--- config.mk ---
export PLATFORM = sky130hd
export DESIGN_NAME = rx_chan
export DESIGN_NICKNAME = d
export VERILOG_FILES = /design/src/rtl/rx_chan_pkg.sv /design/src/rtl/rx_ctrl_fsm.sv /design/src/rtl/g711_expand.sv /design/src/rtl/rx_formatter.sv /design/src/rtl/rx_chan.sv
export SDC_FILE = /design/constraint.sdc
export NUM_CORES = 1
export LEC_CHECK = 0
export BUFFER_PORTS_ARGS = -buffer_cell sky130_fd_sc_hd__buf_4
export CAP_MARGIN = 20
export CORE_ASPECT_RATIO = 1.75
export CORE_MARGIN = 2
export CORE_UTILIZATION = 49
export DETAILED_ROUTE_END_ITERATION = 12
export HOLD_SLACK_MARGIN = 0.12
export PLACE_DENSITY = 0.67
export SLEW_MARGIN = 20
export SYNTH_ARGS = -nofsm -noshare
export SYNTH_HDL_FRONTEND = slang
export SYNTH_SLANG_ARGS = --single-unit
export TNS_END_PERCENT = 100
--- constraint.sdc ---
create_clock -name clk -period 5.4 [get_ports clk]
set_clock_uncertainty 0.1 [all_clocks]
set_input_delay 1.08 -clock clk [delete_from_list [all_inputs] [get_ports clk]]
set_output_delay 1.08 -clock clk [all_outputs]
set_load 0.03 [all_outputs]
--- src/rtl/rx_chan_pkg.sv ---
package rx_chan_pkg;
    typedef enum logic [2:0] {
        S_OFF   = 3'd0,
        S_WARM0 = 3'd1,
        S_WARM1 = 3'd2,
        S_IDLE  = 3'd3,
        S_SHIFT = 3'd4
    } rx_state_e;
endpackage

--- src/rtl/rx_ctrl_fsm.sv ---
module rx_ctrl_fsm
    import rx_chan_pkg::*;
#(
    parameter int DATA_W = 32,
    parameter int LEN_W  = $clog2(DATA_W + 1)
) (
    input  logic              clk,
    input  logic              rst_n,
    input  logic              enable,
    input  logic              rx_bit,
    input  logic              frame_sync,
    input  logic              sec_in,
    input  logic [LEN_W-1:0]  word_len,
    output logic              ready,
    output logic              done_q,
    output logic [DATA_W-1:0] word_q,
    output logic              word_sec_q
);
    rx_state_e         state, state_nx;
    logic [DATA_W-1:0] shreg;
    logic [LEN_W-1:0]  cnt;
    logic              sec_q;
    logic              last_bit;
    logic [DATA_W-1:0] shifted;

    assign last_bit = (cnt == word_len - LEN_W'(1));
    assign shifted  = {shreg[DATA_W-2:0], rx_bit};

    // next-state logic
    always_comb begin
        state_nx = state;
        if (!enable) begin
            state_nx = S_OFF;
        end else begin
            unique case (state)
                S_OFF:   state_nx = S_WARM0;
                S_WARM0: state_nx = S_WARM1;
                S_WARM1: state_nx = S_IDLE;
                S_IDLE:  if (frame_sync) state_nx = S_SHIFT;
                S_SHIFT: if (last_bit) state_nx = S_IDLE;
                default: state_nx = S_OFF;
            endcase
        end
    end

    // state register
    always_ff @(posedge clk or negedge rst_n) begin
        if (!rst_n) state <= S_OFF;
        else        state <= state_nx;
    end

    // datapath and outputs
    always_ff @(posedge clk or negedge rst_n) begin
        if (!rst_n) begin
            shreg      <= '0;
            cnt        <= '0;
            sec_q      <= 1'b0;
            done_q     <= 1'b0;
            word_q     <= '0;
            word_sec_q <= 1'b0;
        end else begin
            done_q <= 1'b0;
            if (enable && state == S_IDLE && frame_sync) begin
                shreg <= {{(DATA_W-1){1'b0}}, rx_bit};
                cnt   <= LEN_W'(1);
                sec_q <= sec_in;
            end else if (enable && state == S_SHIFT) begin
                shreg <= shifted;
                cnt   <= cnt + LEN_W'(1);
                if (last_bit) begin
                    done_q     <= 1'b1;
                    word_q     <= shifted;
                    word_sec_q <= sec_q;
                end
            end
        end
    end

    assign ready = (state == S_IDLE) || (state == S_SHIFT);


    warmup_chk: assert property (@(posedge clk) disable iff (!rst_n)
        $rose(ready) |-> ($past(enable) && $past(enable, 2)));


    abort_chk: assert property (@(posedge clk) disable iff (!rst_n)
        !enable |=> (state == S_OFF) && !done_q);
endmodule

--- src/rtl/g711_expand.sv ---
module g711_expand (
    input  logic [7:0]  code,
    input  logic        a_law,
    output logic [13:0] value
);
    logic [7:0]  c;
    logic [2:0]  ex;
    logic [3:0]  mt;
    logic        neg;
    logic [13:0] mag;

    always_comb begin
        c   = a_law ? (code ^ 8'h55) : ~code;
        ex  = c[6:4];
        mt  = c[3:0];
        if (a_law) begin
            neg = ~c[7];
            if (ex == 3'd0) mag = 14'({mt, 1'b1});
            else            mag = 14'({1'b1, mt, 1'b1}) << (ex - 3'd1);
        end else begin
            neg = c[7];
            mag = (14'({1'b1, mt, 1'b1}) << ex) - 14'd33;
        end
        value = neg ? (14'd0 - mag) : mag;
    end
endmodule

--- src/rtl/rx_formatter.sv ---
module rx_formatter #(
    parameter int DATA_W = 32,
    parameter int LEN_W  = $clog2(DATA_W + 1)
) (
    input  logic [DATA_W-1:0] raw,
    input  logic [LEN_W-1:0]  len,
    input  logic [1:0]        dtype,
    input  logic              mc,
    input  logic              sec,
    output logic [DATA_W-1:0] fmt
);
    localparam int MU_W = 14;
    localparam int A_W  = 13;

    logic [13:0]       law_val;
    logic              a_sel, use_law, fill_sign, plain_sext, top_bit, law_sign;
    logic [DATA_W-1:0] plain, expanded;
    int                law_w;

    assign a_sel     = mc ? dtype[1] : dtype[0];
    assign use_law   = mc || (dtype[1] && !sec);
    assign fill_sign = mc ? dtype[0] : 1'b1;
    assign plain_sext = (dtype == 2'b01);
    assign top_bit   = raw[len - LEN_W'(1)];
    assign law_w     = a_sel ? A_W : MU_W;
    assign law_sign  = a_sel ? law_val[A_W-1] : law_val[MU_W-1];

    g711_expand u_exp (
        .code  (raw[7:0]),
        .a_law (a_sel),
        .value (law_val)
    );

    always_comb begin
        for (int i = 0; i < DATA_W; i++) begin
            if (LEN_W'(i) < len) plain[i] = raw[i];
            else                 plain[i] = plain_sext & top_bit;
            if (i < law_w)       expanded[i] = law_val[i];
            else                 expanded[i] = fill_sign & law_sign;
        end
    end

    assign fmt = use_law ? expanded : plain;
endmodule

--- src/rtl/rx_chan.sv ---
module rx_chan #(
    parameter int DATA_W = 32,
    parameter int LEN_W  = $clog2(DATA_W + 1)
) (
    input  logic              clk,
    input  logic              rst_n,
    input  logic              enable,
    input  logic              mc_mode,
    input  logic [1:0]        dtype,
    input  logic [LEN_W-1:0]  word_len,
    input  logic              rx_bit,
    input  logic              frame_sync,
    input  logic              sec_in,
    input  logic              rd_strobe,
    output logic [DATA_W-1:0] rx_buf,
    output logic              buf_sec,
    output logic              buf_full,
    output logic              overflow,
    output logic              ready
);
    logic              done_q, word_sec_q;
    logic [DATA_W-1:0] word_q, fmt;

    rx_ctrl_fsm #(.DATA_W(DATA_W), .LEN_W(LEN_W)) u_fsm (
        .clk        (clk),
        .rst_n      (rst_n),
        .enable     (enable),
        .rx_bit     (rx_bit),
        .frame_sync (frame_sync),
        .sec_in     (sec_in),
        .word_len   (word_len),
        .ready      (ready),
        .done_q     (done_q),
        .word_q     (word_q),
        .word_sec_q (word_sec_q)
    );

    rx_formatter #(.DATA_W(DATA_W), .LEN_W(LEN_W)) u_fmt (
        .raw   (word_q),
        .len   (word_len),
        .dtype (dtype),
        .mc    (mc_mode),
        .sec   (word_sec_q),
        .fmt   (fmt)
    );

    always_ff @(posedge clk or negedge rst_n) begin
        if (!rst_n) begin
            rx_buf   <= '0;
            buf_sec  <= 1'b0;
            buf_full <= 1'b0;
            overflow <= 1'b0;
        end else if (!enable) begin
            buf_full <= 1'b0;
            overflow <= 1'b0;
        end else if (done_q) begin
            rx_buf   <= fmt;
            buf_sec  <= word_sec_q;
            buf_full <= 1'b1;
            if (buf_full && !rd_strobe) overflow <= 1'b1;
        end else if (rd_strobe) begin
            buf_full <= 1'b0;
        end
    end


    status_clear_chk: assert property (@(posedge clk) disable iff (!rst_n)
        !enable |=> !buf_full && !overflow);


    fill_on_write_chk: assert property (@(posedge clk) disable iff (!rst_n)
        (done_q && enable) |=> buf_full);


    overflow_cause_chk: assert property (@(posedge clk) disable iff (!rst_n)
        $rose(overflow) |-> $past(buf_full) && $past(done_q));
endmodule

---- After elaboration in Yosys (flattened, before gate mapping) ----
Index checks and enable logic that the tools add are counted.
word-level totals
  flip-flop bits (word level) ............. 110
  input port bits ......................... 16
  output and inout port bits .............. 36
  word-level logic and storage cells ...... 209
operators by class
  add/sub/neg operators ................... 5
  magnitude comparators ................... 65
  equal/unequal tests ..................... 11
  shifts and indexed selects .............. 2
  mux-type cells .......................... 93
  bitwise logic cells ..................... 6
  reduce and logical (&&, ||, !) cells .... 16
operators by type and width
  kind                                                                   count
  6-bit by 32-bit < comparator with 1-bit output (first input constant)  16
  5-bit by 32-bit < comparator with 1-bit output (first input constant)  8
  4-bit by 32-bit < comparator with 1-bit output (first input constant)  4
  5-bit by 6-bit < comparator with 1-bit output (first input constant)   16
  1-bit 2-to-1 mux                                                       78
  3-bit by 32-bit < comparator with 1-bit output (first input constant)  2
  31-bit 2-to-1 mux                                                      2
  4-bit by 6-bit < comparator with 1-bit output (first input constant)   8
  14-bit 2-to-1 mux                                                      3
  1-bit by 32-bit < comparator with 1-bit output (first input constant)  1
  2-bit by 32-bit < comparator with 1-bit output (first input constant)  1
  32-bit 2-to-1 mux                                                      1
  6-bit by 3-bit << shifter with 14-bit output                           2
  3-bit by 6-bit < comparator with 1-bit output (first input constant)   4
  3-bit case mux with 5 select lines                                     1
  1-bit by 14-bit subtractor with 14-bit output (first input constant)   1
  14-bit by 6-bit subtractor with 14-bit output (second input constant)  1
  1-bit by 6-bit < comparator with 1-bit output (first input constant)   2
  2-bit by 6-bit < comparator with 1-bit output (first input constant)   2
  6-bit 2-to-1 mux                                                       2
  3-bit 2-to-1 mux                                                       3
  8-bit 2-to-1 mux                                                       1
  8-bit NOT                                                              1
  6-bit by 1-bit adder with 6-bit output (second input constant)         1
  other kinds (24)                                                       37

---- Logic depth before layout (Yosys ltp) ----
Gate-level depths: netlist (run 1).
  word-level depth ........................ 12
  mapped depth ............................ 20
  mapped depth without buffers ............ 16

---- By module ----
A second synthesis (run 1) with hierarchy kept.
unflattened totals
  cells, all modules ...................... 742
  area total of the unflattened synthesis .. 7,455.9 um^2
by module, submodules not included
  module        instances  cells each  area an instance (um^2)  sequential area each (um^2)
  rx_ctrl_fsm   1          212         2,979.1                  1,876.8
  g711_expand   1          248         1,689.1                  0.0
  rx_chan       1          77          1,427.6                  875.8
  rx_formatter  1          205         1,360.1                  0.0

---- Worst setup path before layout (run 1) ----
OpenSTA, ideal clock, no wires.
  kind .................................... input port to flip-flop
  from .................................... in mc_mode
  to ...................................... reg rx_buf[14]
  library setup time ...................... 0.121 ns
  arrival time ............................ 4.720 ns
  data required time ...................... 5.179 ns
  slack ................................... 0.458 ns
  stages on the path ...................... 15
  path buffers ............................ 2
  cell sequence ........................... mux2_4 xnor2_1 inv_2 ha_1 clkbuf_1 or3b_2 and2_1 o32a_1 a311oi_2 and4_1 a31oi_4 xnor2_2 a31oi_4 buf_4 nand2_1
on the way
  longest elaborated chain between the ends .. 12
  elaborated cells between the ends (all ways) .. 19
  classes of those cells .................. add/sub: 3; shift: 2; mux: 10; bitwise: 2; reduce/logical: 2
RTL lines
  item                                                                                                    line                RTL
  start, declared                                                                                         rx_chan.sv:8        input logic mc_mode,
  parallel branches: the longest is 11 deep, another holds 14-bit by 6-bit subtractor with 14-bit output  --
  32-bit 2-to-1 mux *                                                                                     rx_formatter.sv:43  assign fmt = use_law ? expanded : plain;
  end signal, assigned                                                                                    rx_chan.sv:57       rx_buf <= fmt;
  end, declared                                                                                           rx_chan.sv:15       output logic [DATA_W-1:0] rx_buf,
Mark *: on every way between the ends. The select of a mux whose other input is x is not followed.
A chain may end at the register's enable or synchronous reset.

---- Worst setup path in the final report (run 1) ----
  from .................................... in mc_mode
  to ...................................... reg rx_buf[27]
The elaborated chain is that of the path after synthesis.

==> results of run 1 <==
[worst paths after layout]
kind / cells after the start / endpoint / slack (ns)
worst min register to register: 2 / u_fsm.word_sec_q$_DFFE_PN0P_ / 0.39
worst min-delay path: 2 / u_fsm.word_sec_q$_DFFE_PN0P_ / 0.39
worst max-delay path: 17 / rx_buf[27]$_DFFE_PN0P_ / 0.73
min in group asynchronous: 1 / u_fsm.shreg[29]$_DFFE_PN0P_ / 0.74
max in group asynchronous: 2 / u_fsm.word_q[23]$_DFFE_PN0P_ / 3.40
worst max register to register: 15 / rx_buf[27]$_DFFE_PN0P_ / 1.20
[sequential cells by signal (all words and copies together) (netlist names)]
name	flops
rx_buf	32
u_fsm.sec_q	1
u_fsm.done_q	1
buf_sec	1
u_fsm.cnt	6
overflow	1
buf_full	1
u_fsm.word_q	32
u_fsm.word_sec_q	1
u_fsm.shreg	31
u_fsm.state	3
[cell type report]
class / instances / area share, %
clock inverter: 7 / 1.10
sequential: 110 / 34.1
inverter: 18 / 0.838
tap: 180 / 2.79
clock buffer: 9 / 2.79
multi-input combinational: 614 / 51.3
timing repair buffer: 74 / 7.04
[power breakdown]
group / switching (W) / internal [W] / total (W)
sequential: 0.0000212 / 0.000840 / 0.000861
clock: 0.000346 / 0.000334 / 0.000680
combinational: 0.000207 / 0.000128 / 0.000335
total: 0.000574 / 0.00130 / 0.00188
[worst reg2reg max path, stage by stage, from the launching register on]
cell and delay (ns):
dfrtp_1 0.66, xnor2_1 0.20, inv_2 0.10, ha_1 0.17
nand2_1 0.14, ha_1 0.37, a211oi_1 0.58, and2_1 0.35
a21oi_1 0.10, o21ai_1 0.36, nor3b_1 0.31, nor3_1 0.08
buf_4 0.16, a31oi_4 0.18, buf_12 0.17, nand2_1 0.06
[layout by cell type (no fill, tap or decap), types with 16 or more instances in the layout]
cell and instances:
dfrtp_1 110, inv_1 16, o21ai_0 70, xnor2_1 22, a21oi_1 50, nor2_1 44, buf_4 73, nand2_1 136
a22oi_1 21, mux2_2 48
[routing by layer]
layer  track usage, %  up-vias  wire length [um]
met5                0        -                 0
met4             21.6        0              1650
met3             2.34       69               617
met2             49.3      178             11600
met1             31.0     3022              7300
li1                 -     2929                 -
[kinds of logic after synthesis]
| kind of cell | Yosys count | share of synthesized area (%) |
|---|---|---|
| XOR/XNOR | 35 | 4.37 |
| AO/OA/AOI/OAI | 226 | 20.8 |
| AND/OR/NAND/NOR | 270 | 17.1 |
| buffers and inverters | 84 | 4.51 |
| multiplexers | 73 | 13.2 |
| flip-flops | 110 | 38.3 |
| adder cells (fa/ha/maj) | 10 | 1.74 |
[per-stage QoR]
step | area, um^2 | total power (W) | hold WS (ns)
after floorplan | 7190 | 0.00110 | 0.346
after global placement | 7750 | 0.00120 | 0.373
after detailed placement | 7750 | 0.00121 | 0.367
after CTS | 8060 | 0.00189 | 0.384
after global routing | 8060 | 0.00195 | 0.417
final | 8060 | 0.00188 | 0.393
==> results.md, run 1 <==
- Post-synth top area cell: dfrtp_1
- Final setup fails: 0
- Register area: 2750 um^2
- Final Wtd Congestion: 0.976
- Setup crit start: mc_mode
- Iter 0 DRT Violations: 338
- Syn_area_per_cell: 8.90 um^2
- Final min period: 4.67 ns
- Sequential share of the synthesized area: 38.3%
- Initial Util: 50.1%
- Drt wl/cell: 20.9 um
- Final worst setup slack: 0.734 ns
- Ys flop type: dfrtp_1
- Antenna cells: 0
- Crit path largest cell delay: 0.58 ns
- Slowest cell on the critical path: a211oi_1
- # IOs: 52
- Fin Setup TNS: 0 ns
- Ys async rst share: 100%
- Hold Path Class: reg -> reg
- Crit share post-route: 86.4%
- Worst vdd ir: 249 uV
- Detailed placer's ending HPWL: 16000 um
- #FFs+latches synth: 110
- Final Non-Filler Cells: 1012
- Placed cell count: 996
- Count of different cell masters after synthesis: 72
- CTS clock-pin slew for the worst setup and hold paths: 0.07 ns
- TritonCTS clock tree: done
- RSZ-0062 raised after global routing: false
- Crit end category: register
- Via count: 6198
- Synth area leaders: dfrtp_1 38%, mux2_2 7.5%, nand2_1 7.1%
- Synthesized cell area: 7190 um^2
- Pwr Density: 233 nW/um^2
- Hold-fix buffers, CTS: 0
- Max Slew Vio Count: 0
- Top cell type's share of synthesized area: 38.3%
- Layout cell share with drive strength beyond 1: 21.3%
- Filler cells: 1332
- Place WS: 0.420 ns
- Least-Margin Pin Slew: 0.929 ns
- Num rows: 58
- First-pass GRT wire length: 33500 um
- Number of global-route vias before repair: 6298
- Status: complete, no violations
- Synth Warn #: 0
- Worst Hold Launch: u_fsm.sec_q$_DFFE_PN0P_
- Longest Clk Path Bufs: 2
- Cells after Synth: 808
- Worst-Skew Late Latency: 0.37 ns
- DR vias/cell: 6.12
- Max FO, Critical Path: 18
- Count leader, synth: nand2_1
- Initial antenna violation count: 0
- CTS Sinks: 110
- Root Driver: clkbuf_16
- CTS Buf Count: 9
- Synth-to-Final Area Change: 12.1%
- Post_cts resized: 0
- WP data arrival: 4.81 ns
- Critical path launch point type: primary input
- Overall routed net length: 21200 um
- Crit Path Category: in -> reg
- IO Port Bufs: 51
- Hold Fails Final Rpt: 0
- Post-CTS setup buffers: 0
- Gr ovfl total: 0
- H-tree depth: 3
- Fin nets: 853
- Maxcap violations: 0
- Largest net degree at the start of global routing: 75
- Post-synthesis net count: 834
- Leak: 3.64 nW
- # DRC: 0
- CP cell instances: buf_4 > mux2_4 > xnor2_1 > inv_2 > ha_1 > nand2_1 > ha_1 > a211oi_1 > and2_1 > a21oi_1 > o21ai_1 > nor3b_1 > nor3_1 > buf_4 > a31oi_4 > buf_12 > nand2_1
- Worst flop-to-flop path startpoint: u_fsm.word_q[5]$_DFFE_PN0P_
- Worst path required time: 5.54 ns
- Fin util: 56.1%
- F_max: 214 MHz
- Die Wd: 95.6 um
- Delay-heaviest family, CP: compound AO/OA/AOI/OAI gates
- Crit path buf inv count: 4
- Core area: 14400 um^2
- DRT Pass-1 Iters: 5
- Area of the multi-input gates: 4140 um^2
- Die extent in y: 164 um
- Area of the die: 15700 um^2
- Synth cell count leaders: 136 x nand2_1, 110 x dfrtp_1, 70 x o21ai_0, 53 x clkbuf_1, 50 x a21oi_1
- Post-synth EDFFs: 0
- Slew margin rel.: 38.1%
- Final ANT Viol Nets: 0
- Total track usage: 28.3%
No activity file was read; power rests on OpenSTA's default activity.
==> run 2: changes to the inputs <==
==> constraint.sdc (replaced) <==
create_clock -name clk -period 5.4 [get_ports clk]
set_clock_uncertainty 0.1 [all_clocks]
set_input_delay 0.27 -clock clk [delete_from_list [all_inputs] [get_ports clk]]
set_output_delay 0.27 -clock clk [all_outputs]
set_load 0.03 [all_outputs]
==> results.md, run 2 (synthesis gave the netlist of run 1 again) <==
- Status: complete, no violations
- Fin util: 55.8% (-0.33 points)
- Post-CTS setup buffers: 0 (unchanged)
- Antenna cells: 0 (unchanged)
- Top Registers: rx_buf: 32 flops, u_fsm.word_q: 32 flops, u_fsm.shreg: 31 flops
- Iter 0 DRT Violations: 363 (+7.4%)
- Synth-to-Final Area Change: 11.4%
- First-pass GRT wire length: 33600 um (+0.29%)
- Total track usage: 28.5% (+0.16 points)
- Hold Path Class: in -> reg
- Die Wd: 95.6 um (unchanged)
- Crit Path Category: reg -> reg
- WP data arrival: 4.64 ns (-0.17 ns)
- Hold slack: 0.127 ns (-0.266 ns)
- Critical path launch point type: register
- Initial Util: 50.1% (unchanged)
- CTS Buf Count: 9 (unchanged)
- Reg2reg path depth: 14 (-1)
- Most frequent CP cell: nand2_1
- Most common cell after layout, fill and taps aside: nand2_1
- Hold Fails Final Rpt: 0 (unchanged)
- Pwr Density: 235 nW/um^2 (+0.84%)
- CTS clock-pin slew for the worst setup and hold paths: 0.08 ns (about the same)
- Crit end category: register
- Crit path largest cell delay: 0.50 ns (-0.08 ns)
- DRT Pass-1 Iters: 4 (-1)
- Final min period: 4.53 ns (-0.133 ns)
- Detailed placer's ending HPWL: 16000 um (about the same)
- Sw Share: 29.0% (-1.5 points)
- # IOs: 52 (unchanged)
- Area of the die: 15700 um^2 (unchanged)
- RSZ-0062 raised after global routing: false
- Final setup fails: 0 (unchanged)
- Gr ovfl total: 0 (unchanged)
- Via count: 6240 (+0.68%)
- Drt wl/cell: 21.4 um (+2.3%)
- Core area: 14400 um^2 (unchanged)
- F_max: 221 MHz (+2.9%)
- Final worst setup slack: 0.866 ns (+0.133 ns)
- CP cell instances: xnor2_1 > inv_2 > ha_1 > xnor2_1 > nand2_1 > nor3b_1 > a32o_1 > nor2_1 > nand2_1 > o21ai_1 > nor3b_1 > nor3_1 > a31oi_4 > nand2_1
- Most frequent cells in the layout: 136 x nand2_1, 110 x dfrtp_1, 70 x o21ai_0
- WHS Path Cells: 3 (+1)
- Leak: 3.60 nW (-1.2%)
- Clock network fraction of total power: 36.2% (about the same)
- Layout cell share with drive strength beyond 1: 20.1% (-1.2 points)
- IO Port Bufs: 51 (unchanged)
- Final ANT Viol Nets: 0 (unchanged)
- TritonCTS clock tree: done
- Root Driver: clkbuf_16
- Worst path required time: 5.51 ns (-0.03 ns)
- Pint: 0.00133 W (+2.5%)
- Overall routed net length: 21500 um (+1.7%)
- Fin Setup TNS: 0 ns (unchanged)
- Largest net degree at the start of global routing: 57 (-24%)
- Crit share post-route: 84.0% (-2.5 points)
- Worst vdd ir: 393 uV (+58%)
- Slowest cell on the critical path: xnor2_1
- NetSw: 0.000546 W (-4.8%)
- Place WS: 0.629 ns (+0.210 ns)
- Combinational power share: 18.1% (+0.2 points)
- Slew margin rel.: 38.7% (+0.65 points)
- DR vias/cell: 6.20 (+1.3%)
- # DRC: 0 (unchanged)
- Least-Margin Pin Slew: 0.900 ns (-0.0290 ns)
- H-tree depth: 3 (unchanged)
- Max Slew Vio Count: 0 (unchanged)
- Initial antenna violation count: 0 (unchanged)
- Number of global-route vias before repair: 6178 (-1.9%)
- Final Wtd Congestion: 0.958 (-1.9%)
- CTS Sinks: 110 (unchanged)
- Die extent in y: 164 um (unchanged)
- Fin nets: 847 (-0.70%)
- Max FO, Critical Path: 18 (unchanged)
- Power Total: 0.00188 W (+0.24%)
- Filler cells: 1336 (+0.30%)
- Longest Clk Path Bufs: 2 (unchanged)
- Maxcap violations: 0 (unchanged)
- Sequential group share of total power: 45.7% (-0.2 points)
- Num rows: 58 (unchanged)
- Worst-Skew Late Latency: 0.35 ns (-0.02 ns)
run 2: cell types whose count changed in the layout (fill, tap and decap cells not counted), sizes merged:
cell,delta
clkinv,-3
clkinvlp,+2
buf,-10
bufinv,+1
dlygate4sd3,+4
run 2: power groups by stage:
stage / clock [W] / combinational [W] / sequential [W]
after global placement: 0 / 0.000327 / 0.000874
after global routing: 0.000726 / 0.000368 / 0.000862
after floorplan: 0 / 0.000229 / 0.000872
final: 0.000680 / 0.000340 / 0.000860
after CTS: 0.000691 / 0.000338 / 0.000860
after detailed placement: 0 / 0.000333 / 0.000876
run 2: final timing paths:
check | start | end | slack [ns]
worst max-delay path | u_fsm.word_q[5]$_DFFE_PN0P_ | rx_buf[24]$_DFFE_PN0P_ | 0.87
worst min-delay path | rd_strobe | buf_full$_DFFE_PN0P_ | 0.13
worst max register to register | u_fsm.word_q[5]$_DFFE_PN0P_ | rx_buf[24]$_DFFE_PN0P_ | 0.87
worst min register to register | rx_buf[7]$_DFFE_PN0P_ | rx_buf[7]$_DFFE_PN0P_ | 0.39
max in group asynchronous | rst_n | u_fsm.word_q[7]$_DFFE_PN0P_ | 3.62
min in group asynchronous | rst_n | u_fsm.shreg[30]$_DFFE_PN0P_ | 0.40
run 2: worst max-delay path, delay by kind of cell, from the launching register on:
kind / cells / cell delay [ns]
AO/OA/AOI/OAI: 3 / 1.14
AND/OR/NAND/NOR: 7 / 1.15
XOR/XNOR: 2 / 1.00
adder cells (fa/ha/maj): 1 / 0.36
buffers and inverters: 1 / 0.19
flip-flops: 1 / 0.43
run 2: cell type report:
| class | instances | area (um^2) | share of cell area (%) |
|---|---|---|---|
| inverters | 18 | 67.6 | 0.843 |
| clock inverters | 7 | 81.3 | 1.01 |
| well taps | 180 | 225 | 2.81 |
| multi-input cells | 614 | 4140 | 51.7 |
| flip-flops and latches | 110 | 2750 | 34.3 |
| repair buffers | 68 | 520 | 6.49 |
| clock buffers | 9 | 225 | 2.81 |
run 2: routing by layer:
metal | global-route usage [%] | vias up | routed length, um
li1 | - | 2909 | -
met1 | 31.3 | 3079 | 7640
met2 | 49.7 | 177 | 11500
met3 | 2.84 | 75 | 672
met4 | 20.5 | 0 | 1740
met5 | 0 | - | 0
run 2: what timing repair did:
| action | in CTS | in global routing |
|---|---|---|
| hold endpoints to repair | 61 | 0 |
| hold buffers | 4 | 0 |
| resized for setup | 0 | 0 |
run 2: through the flow:
stage                     cells  cell area [um^2]
final                      1006              8020
after global routing       1006              8020
after CTS                  1006              8010
after detailed placement    986              7670
after global placement      986              7670
after floorplan             808              7190
